File: src/rtl/abort_select_decoder.sv
module abort_select_decoder #(
  parameter int NT = 4,
  parameter int AW = 16,
  parameter int TW = 2,
  parameter int CW = 2,
  parameter int DW = 32,
  parameter int RW = 2,
  parameter logic [RW-1:0] ABORT_CODE = 2'b10,
  parameter logic [NT*AW-1:0] RANGE_LO = 64'h4000_2000_1000_0000,
  parameter logic [NT*AW-1:0] RANGE_HI = 64'h47FF_3FFF_1FFF_0FFF
) (
  input  logic          clk,
  input  logic          rst_n,
  input  logic          a_req,
  input  logic [AW-1:0] a_addr,
  input  logic [TW-1:0] a_tag,
  input  logic [CW-1:0] a_col,
  input  logic          a_rd,
  input  logic [NT-1:0] tgt_ack,
  output logic [NT-1:0] a_sel,
  output logic          a_ack,
  output logic          d_req,
  output logic [TW-1:0] d_tag,
  output logic [CW-1:0] d_col,
  output logic          d_rd,
  output logic [DW-1:0] d_rdata,
  input  logic          d_ack,
  output logic          r_req,
  output logic [TW-1:0] r_tag,
  output logic [CW-1:0] r_col,
  output logic [RW-1:0] r_code,
  input  logic          r_ack
);

  typedef enum logic [2:0] {H_IDLE, H_ADDR, H_DATA, H_DRTZ, H_RESP, H_RRTZ} hst_t;

  hst_t          st;
  logic [NT:0]   hit, sel_q;
  logic          found, ab_sel, ab_ack;
  logic [TW-1:0] tag_q;
  logic [CW-1:0] col_q;
  logic          rd_q;

  always_comb begin
    hit   = '0;
    found = 1'b0;
    for (int i = 0; i < NT; i++) begin
      if (!found && a_addr >= RANGE_LO[i*AW +: AW] && a_addr <= RANGE_HI[i*AW +: AW]) begin
        hit[i] = 1'b1;
        found  = 1'b1;
      end
    end
    if (!found) hit[NT] = 1'b1;
  end

  always_ff @(posedge clk or negedge rst_n) begin
    if (!rst_n)                       sel_q <= '0;
    else if (a_ack)                   sel_q <= '0;
    else if (a_req && sel_q == '0)    sel_q <= hit;
  end

  assign a_sel  = sel_q[NT-1:0];
  assign ab_sel = sel_q[NT];
  assign ab_ack = (st == H_ADDR);
  assign a_ack  = (|tgt_ack) | ab_ack;

  always_ff @(posedge clk or negedge rst_n) begin
    if (!rst_n) begin
      st    <= H_IDLE;
      tag_q <= '0;
      col_q <= '0;
      rd_q  <= 1'b0;
    end else begin
      case (st)
        H_IDLE: if (ab_sel) begin
          st    <= H_ADDR;
          tag_q <= a_tag;
          col_q <= a_col;
          rd_q  <= a_rd;
        end
        H_ADDR: if (!a_req && !ab_sel) st <= H_DATA;
        H_DATA: if (d_ack)  st <= H_DRTZ;
        H_DRTZ: if (!d_ack) st <= H_RESP;
        H_RESP: if (r_ack)  st <= H_RRTZ;
        H_RRTZ: if (!r_ack) st <= H_IDLE;
        default: st <= H_IDLE;
      endcase
    end
  end

  assign d_req   = (st == H_DATA);
  assign d_tag   = tag_q;
  assign d_col   = col_q;
  assign d_rd    = rd_q;
  assign d_rdata = '0;
  assign r_req   = (st == H_RESP);
  assign r_tag   = tag_q;
  assign r_col   = col_q;
  assign r_code  = r_req ? ABORT_CODE : '0;


  onehot_sel_chk: assert property (@(posedge clk) disable iff (!rst_n)
    $onehot0(sel_q));


  sel_needs_req_chk: assert property (@(posedge clk) disable iff (!rst_n)
    $rose(|sel_q) |-> $past(a_req) && !$past(a_ack));


  sel_drop_chk: assert property (@(posedge clk) disable iff (!rst_n)
    (|sel_q && a_ack) |=> sel_q == '0);


  abort_ack_hold_chk: assert property (@(posedge clk) disable iff (!rst_n)
    (ab_ack && (a_req || ab_sel)) |=> ab_ack);


  data_hold_chk: assert property (@(posedge clk) disable iff (!rst_n)
    (d_req && !d_ack) |=> d_req && $stable(d_tag) && $stable(d_col));


  resp_hold_chk: assert property (@(posedge clk) disable iff (!rst_n)
    (r_req && !r_ack) |=> r_req && $stable(r_tag) && $stable(r_col));

endmodule

File: config.mk
export PLATFORM = sky130hd
export DESIGN_NAME = abort_select_decoder
export DESIGN_NICKNAME = d
export VERILOG_FILES = /design/src/rtl/abort_select_decoder.sv
export SDC_FILE = /design/constraint.sdc
export NUM_CORES = 1
export LEC_CHECK = 0
export CAP_MARGIN = 40
export CORE_MARGIN = 8
export CORE_UTILIZATION = 34
export CTS_CLUSTER_DIAMETER = 200
export DETAILED_ROUTE_END_ITERATION = 8
export PLACE_DENSITY = 0.94
export SETUP_SLACK_MARGIN = 0.15
export SLEW_MARGIN = 20
export SYNTH_ARGS = -nofsm -noshare
export SYNTH_HDL_FRONTEND = slang
export SYNTH_SLANG_ARGS = --single-unit
export TNS_END_PERCENT = 5
File: constraint.sdc
create_clock -name clk -period 3.6 [get_ports clk]
set_input_delay 0.54 -clock clk [delete_from_list [all_inputs] [get_ports clk]]
set_output_delay 0.54 -clock clk [all_outputs]
set_load 0.005 [all_outputs]
==> impl_results.md, run 1 <==
- Hold Path Class: flop to flop
- FP Rows: 19
- Hold slack: approximately 510 ps
- Minimum clock period after layout: 2480 ps
- Worst-path fanout max: 6
- Final setup fails: 0
- CP required: 3060 ps
- CTS tree: yes
- RSZ-0062 raised after global routing: false
- Ant diodes: 0
- Dominant synthesized flop cell: dfrtp_1
- Post-Syn Instances: 99
- CP peak stage delay: a little under 500 ps
- Post-CTS setup buffers: 0
- Drt pass-1 iters: 4
- Die area: 4730 um2
- Net switching power: 0.161 mW
- Routed Antenna Nets: 0
- Gr ovfl total: 0
- Area Overhead vs Synth: 23.3%
- Crit end category: output pin
- Status: finished, final reports clean
- Clk root buf: clkbuf_4
- Area of the multi-input gates: 414 um2
- Combinational share of power: 0.404
- Multiplexer share of the synthesized area: 0.0595
- Initial antenna violation count: 0
- Clk_lat worst skew: 260 ps
- Synth Area in Simple Gates: 0.157
- Clk sinks: 13
- Die H: approximately 69 um
- Final std cells w/o fill: 159
- Startpoint types: input pin
- Htree depth: 1
- Port bufs: 35
- CTS clk-pin slew, worst paths: roughly 80 ps
- Starting Density: 0.349
- First-pass GRT wire length: between 2000 and 3000 um
- Commonest non-fill, non-tap cell in the layout: clkdlybuf4s50_1
- Fraction of registers with async set/reset: 1.00
- Post-Place Cells: between 150 and 200
- Fmax achieved: 403 MHz
- NumNets Final: around 160
- Post-Layout Inst Area: 1170 um2
- Most frequent cells in the layout: clkdlybuf4s50_1, conb_1, dfrtp_1
- Core region area: 2710 um2
- Synth Register Bits: 13
- Final WL: 2040 um
- Worst EP arrival: 1940 ps
- Largest family of logic cells by synthesized area: buffers and inverters
- Initial DRC Count: 25
- Routed wire length per instance: between 10 and 15 um
- Synth Area in XOR/XNOR: 0
- Register share of total power: 0.432
- Io pins: 80
- CTS buffer count: 3
- Fillers: 286
- Vias in the first global route: between 600 and 700
- Total negative setup slack: 0 ps
- Number of hold violations in the final report: 0
- Complex-gate fraction of the synthesized area: 0.0899
- Period utilization: 0.689
- Clock share of power: 0.164
- Synth Area in Adders: 0
- Switching part of the total: 0.308
- Maximum VDD drop: 0.238 mV
- Die Width: a little under 70 um
- Worst Max-Slew Pin Slew: 594 ps
- Worst Skew: between 4 and 5 ps
- Syn. warnings: 0
- Cts hold-fix bufs: 0
- Largest net degree at the start of global routing: 14
- Max_slew headroom: 0.603
- Total track usage: 0.0804
- Most used cell, CP: clkdlybuf4s50_1
- Via count: 671
- Number of synthesized flops with an enable pin: 0
- Share of layout cells above drive strength 1: 0.0859
- Final max-slew violation count: 0
- Seq/Total Area, Yosys: 0.344
- Max_cap viols: 0
- Drt drc: 0
- P per Cell Area: 447 nW/um2
- Crit Path Category: input pin to output pin
- CP Cell Sequence: clkdlybuf4s50_1, nor4_1, o31ai_2, clkdlybuf4s50_1
- Internal: 0.360 mW
- DPL Wire Length: approximately 1700 um
- FF/Latch Area: about 330 um2
- DR vias/cell: 4.22
- PostCTS Resize Cnt: 0
- GP Congestion: 0.809
- CP max-delay cell: clkdlybuf4s50_1
- Number of unique standard cell types used by synthesis: 22
- Syn Area/Cell: 9.55 um2
- Clk buf depth: 2
- Layout Utilization: 0.430
- Post-Place Cell Area: ~1100 um2
- Leak: 0.521 nW
- Syn Std Cell Area: 946 um2
==> final cells by class <==
cell class	instances	share of cell area
multi-input cells	73	0.355
repair buffers	35	0.300
flip-flops and latches	13	0.279
well taps	31	0.0333
clock buffers	4	0.0225
inverters	3	0.00966
==> worst max-delay path: cells and delay by family <==
family / cells / cell delay, ps
AND/OR/NAND/NOR: 1 / 330
AO/OA/AOI/OAI: 1 / 190
buffers and inverters: 2 / 880
==> through the flow <==
step / setup WS, ps / power, mW
2_1_floorplan: 2050 / 0.351
3_3_place_gp: 1110 / 0.434
3_5_place_dp: 1090 / 0.440
4_1_cts: 1090 / 0.530
5_1_grt: 991 / 0.569
6_report: 1120 / 0.521
==> power groups by stage <==
stage	Clock, mW	Sequential (mW)	Combinational, mW
2_1_floorplan	0	0.223	0.128
3_3_place_gp	0	0.227	0.207
3_5_place_dp	0	0.228	0.212
4_1_cts	0.0916	0.225	0.213
5_1_grt	0.108	0.232	0.229
6_report	0.0854	0.225	0.210
==> metal layers <==
layer  routed length [um]  track usage  vias to the layer above
met5                    0            0                        -
met3                  230       0.0420                        0
met1                  734       0.0872                      314
li1                     -            -                      319
met2                 1070        0.137                       38
met4                    0       0.0175                        0
==> Yosys cell counts (all sizes together), types with 3 or more instances <==
library cell	number	share of area
nand2b	4	0.026
buf	42	0.33
dfrtp	13	0.34
nor2	9	0.036
inv	3	0.012
a21oi	3	0.016
mux2	5	0.060
nor4b	3	0.044
==> path summary, 6_finish.rpt <==
path	startpoint	cells past startpoint	endpoint	slack [ps]
min in group asynchronous	rst_n	1	st[1]$_DFFE_PN0P_	650
max in group asynchronous	rst_n	1	sel_q[4]$_DFFE_PN0P_	2570
setup / recovery	tgt_ack[1]	4	a_ack	1120
setup reg to reg	st[1]$_DFFE_PN0P_	2	d_tag[0]$_DFFE_PN0P_	2110
hold reg to reg	d_rd$_DFFE_PN0P_	1	d_rd$_DFFE_PN0P_	510
hold / removal	d_rd$_DFFE_PN0P_	1	d_rd$_DFFE_PN0P_	510
==> registers in the layout (all words and copies together) (netlist names) <==
name   count
sel_q      5
st         3
d_col      2
d_tag      2
d_rd       1
==> cell families (layout without fill, tap and decap cells) <==
group	after synthesis	after routing
AOI/OAI and AO/OA	12	12
buffers and inverters	45	42
DFF	13	13
muxes	5	5
other	1	33
and+or+nand+nor	23	23
No activity file was read; power rests on OpenSTA's default activity.
==> inputs of run 2 (changes only) <==
CORE_UTILIZATION = 29   (was 34)
PLACE_DENSITY = 0.86   (was 0.94)
clock period = 2.2 ns   (was 3.6 ns; I/O delays follow)
==> impl_results.md, run 2 (same netlist as run 1, synthesis figures left out) <==
- Starting Density: 0.307
- Largest registers: sel_q (5), st (3)
- Clk buf depth: 2
- GP Congestion: around 0.73
- Initial antenna violation count: 0
- Leak: roughly 0.53 nW
- Met2 WL: 997 um
- Port bufs: 35
- Maximum VDD drop: between 0.3 and 0.4 mV
- Die Width: 73.1 um
- Register share of total power: 0.434
- Vias in the first global route: 720
- CP required: around 1900 ps
- Worst EP arrival: 1660 ps
- Met1 WL: 759 um
- Share of layout cells above drive strength 1: 0.109
- NumNets Final: 160
- Period utilization: 0.903
- Total negative setup slack: 0 ps
- Initial DRC Count: 18
- Final WL: 2010 um
- Most frequent cells in the layout: clkdlybuf4s50_1, conb_1, dfrtp_1
- Largest net degree at the start of global routing: 14
- Io pins: 80
- Setup ws final: 212 ps
- Die area: 5350 um2
- Routed Antenna Nets: 0
- Max_cap viols: 0
- Net switching power: 0.268 mW
- FP Rows: 20
- Drt pass-1 iters: 3
- Crit Path Category: input pin to output pin
- Clk_lat worst skew: 280 ps
- Switching part of the total: 0.313
- Reg with most FFs: sel_q
- Hold Path Class: input pin to async pin
- Fillers: 322
- Final std cells w/o fill: 173
- Final max-slew violation count: 0
- Final setup fails: 0
- CTS tree: yes
- Routed wire length per instance: 11.6 um
- Post-Place Cells: between 150 and 200
- Combinational share of power: 0.398
- DPL Wire Length: around 1700 um
- Worst Skew: 9.63 ps
- Internal: 0.589 mW
- Gr ovfl total: 0
- Minimum clock period after layout: between 1500 and 2000 ps
- Worst Max-Slew Pin Slew: 556 ps
- P per Cell Area: 719 nW/um2
- First-pass GRT wire length: 3230 um
- Max_slew headroom: 0.628
- Highest metal used: met4
- Area Overhead vs Synth: 26.1%
- Startpoint types: input pin
- Commonest non-fill, non-tap cell in the layout: clkdlybuf4s50_1
- Status: finished, final reports clean
- Crit end category: output pin
- Clock share of power: 0.168
- Met3 wire length: 247 um
- Pre-CTS WS: 195 ps
- Number of hold violations in the final report: 0
- Htree depth: 1
- Fmax achieved: 503 MHz
- Total track usage: 0.0759
- DR vias/cell: 3.84
- Core region area: 3080 um2
- Clk sinks: 13
- Via count: 664
- Ant diodes: 0
- RSZ-0062 raised after global routing: false
- Die H: 73.1 um
- CTS clk-pin slew, worst paths: 80 ps
- Post-CTS setup buffers: 0
- CTS buffer count: 3
- Drt drc: 0
- Clk root buf: clkbuf_4
- Max reg flops: 5
- Worst-path fanout max: 2
==> run 2: cell type report <==
type / instances / area, um2 / area share
well taps: 44 / 55.1 / 0.0462
clock buffers: 3 / 22.5 / 0.0189
flip-flops and latches: 13 / 327 / 0.274
clock inverters: 1 / 5.00 / 0.00420
multi-input cells: 73 / 414 / 0.347
inverters: 3 / 11.3 / 0.00944
repair buffers: 36 / 358 / 0.300
==> run 2: routing by layer <==
layer | track usage | up-vias
li1 | - | 321
met5 | 0 | -
met1 | 0.0750 | 304
met2 | 0.128 | 37
met3 | 0.0495 | 2
met4 | 0.0200 | 0
==> run 2: path summary, 6_finish.rpt <==
| path | from | end | slack [ps] | cells after the start |
|---|---|---|---|---|
| min in group clk | d_rd$_DFFE_PN0P_ | d_rd$_DFFE_PN0P_ | 520 | 1 |
| max in group asynchronous | rst_n | st[0]$_DFFE_PN0P_ | 1400 | 1 |
| min | rst_n | d_rd$_DFFE_PN0P_ | 410 | 1 |
| min reg2reg | d_rd$_DFFE_PN0P_ | d_rd$_DFFE_PN0P_ | 520 | 1 |
| max reg2reg | st[1]$_DFFE_PN0P_ | d_col[0]$_DFFE_PN0P_ | 770 | 2 |
| max | tgt_ack[1] | a_ack | 210 | 4 |
==> run 2: metrics by stage <==
step	util	area (um2)	power [mW]	hold slack, ps
2_1_floorplan	-	1070	0.574	34.4
4_1_cts	0.387	1190	0.873	422
3_3_place_gp	0.378	1160	0.714	492
5_1_grt	0.387	1190	0.928	446
3_5_place_dp	0.378	1160	0.719	500
6_report	0.387	1190	0.857	406
==> run 2: repair_timing <==
| item | in CTS | in global routing |
|---|---|---|
| gates resized for setup | 0 | 1 |
| hold buffers | 0 | 0 |
| endpoints found under the setup margin | 0 | 1 |
==> run 2: power groups by stage <==
| stage | Combinational [mW] | Sequential, mW | Clock, mW |
|---|---|---|---|
| 3_3_place_gp | 0.342 | 0.372 | 0 |
| 2_1_floorplan | 0.209 | 0.365 | 0 |
| 6_report | 0.341 | 0.372 | 0.144 |
| 4_1_cts | 0.348 | 0.372 | 0.153 |
| 5_1_grt | 0.379 | 0.384 | 0.165 |
| 3_5_place_dp | 0.344 | 0.375 | 0 |
==> run 2: worst max-delay path, stage by stage <==
cell and delay (ps):
clkdlybuf4s50_1 390, nor4_1 330, o31ai_2 130, clkdlybuf4s50_1 480
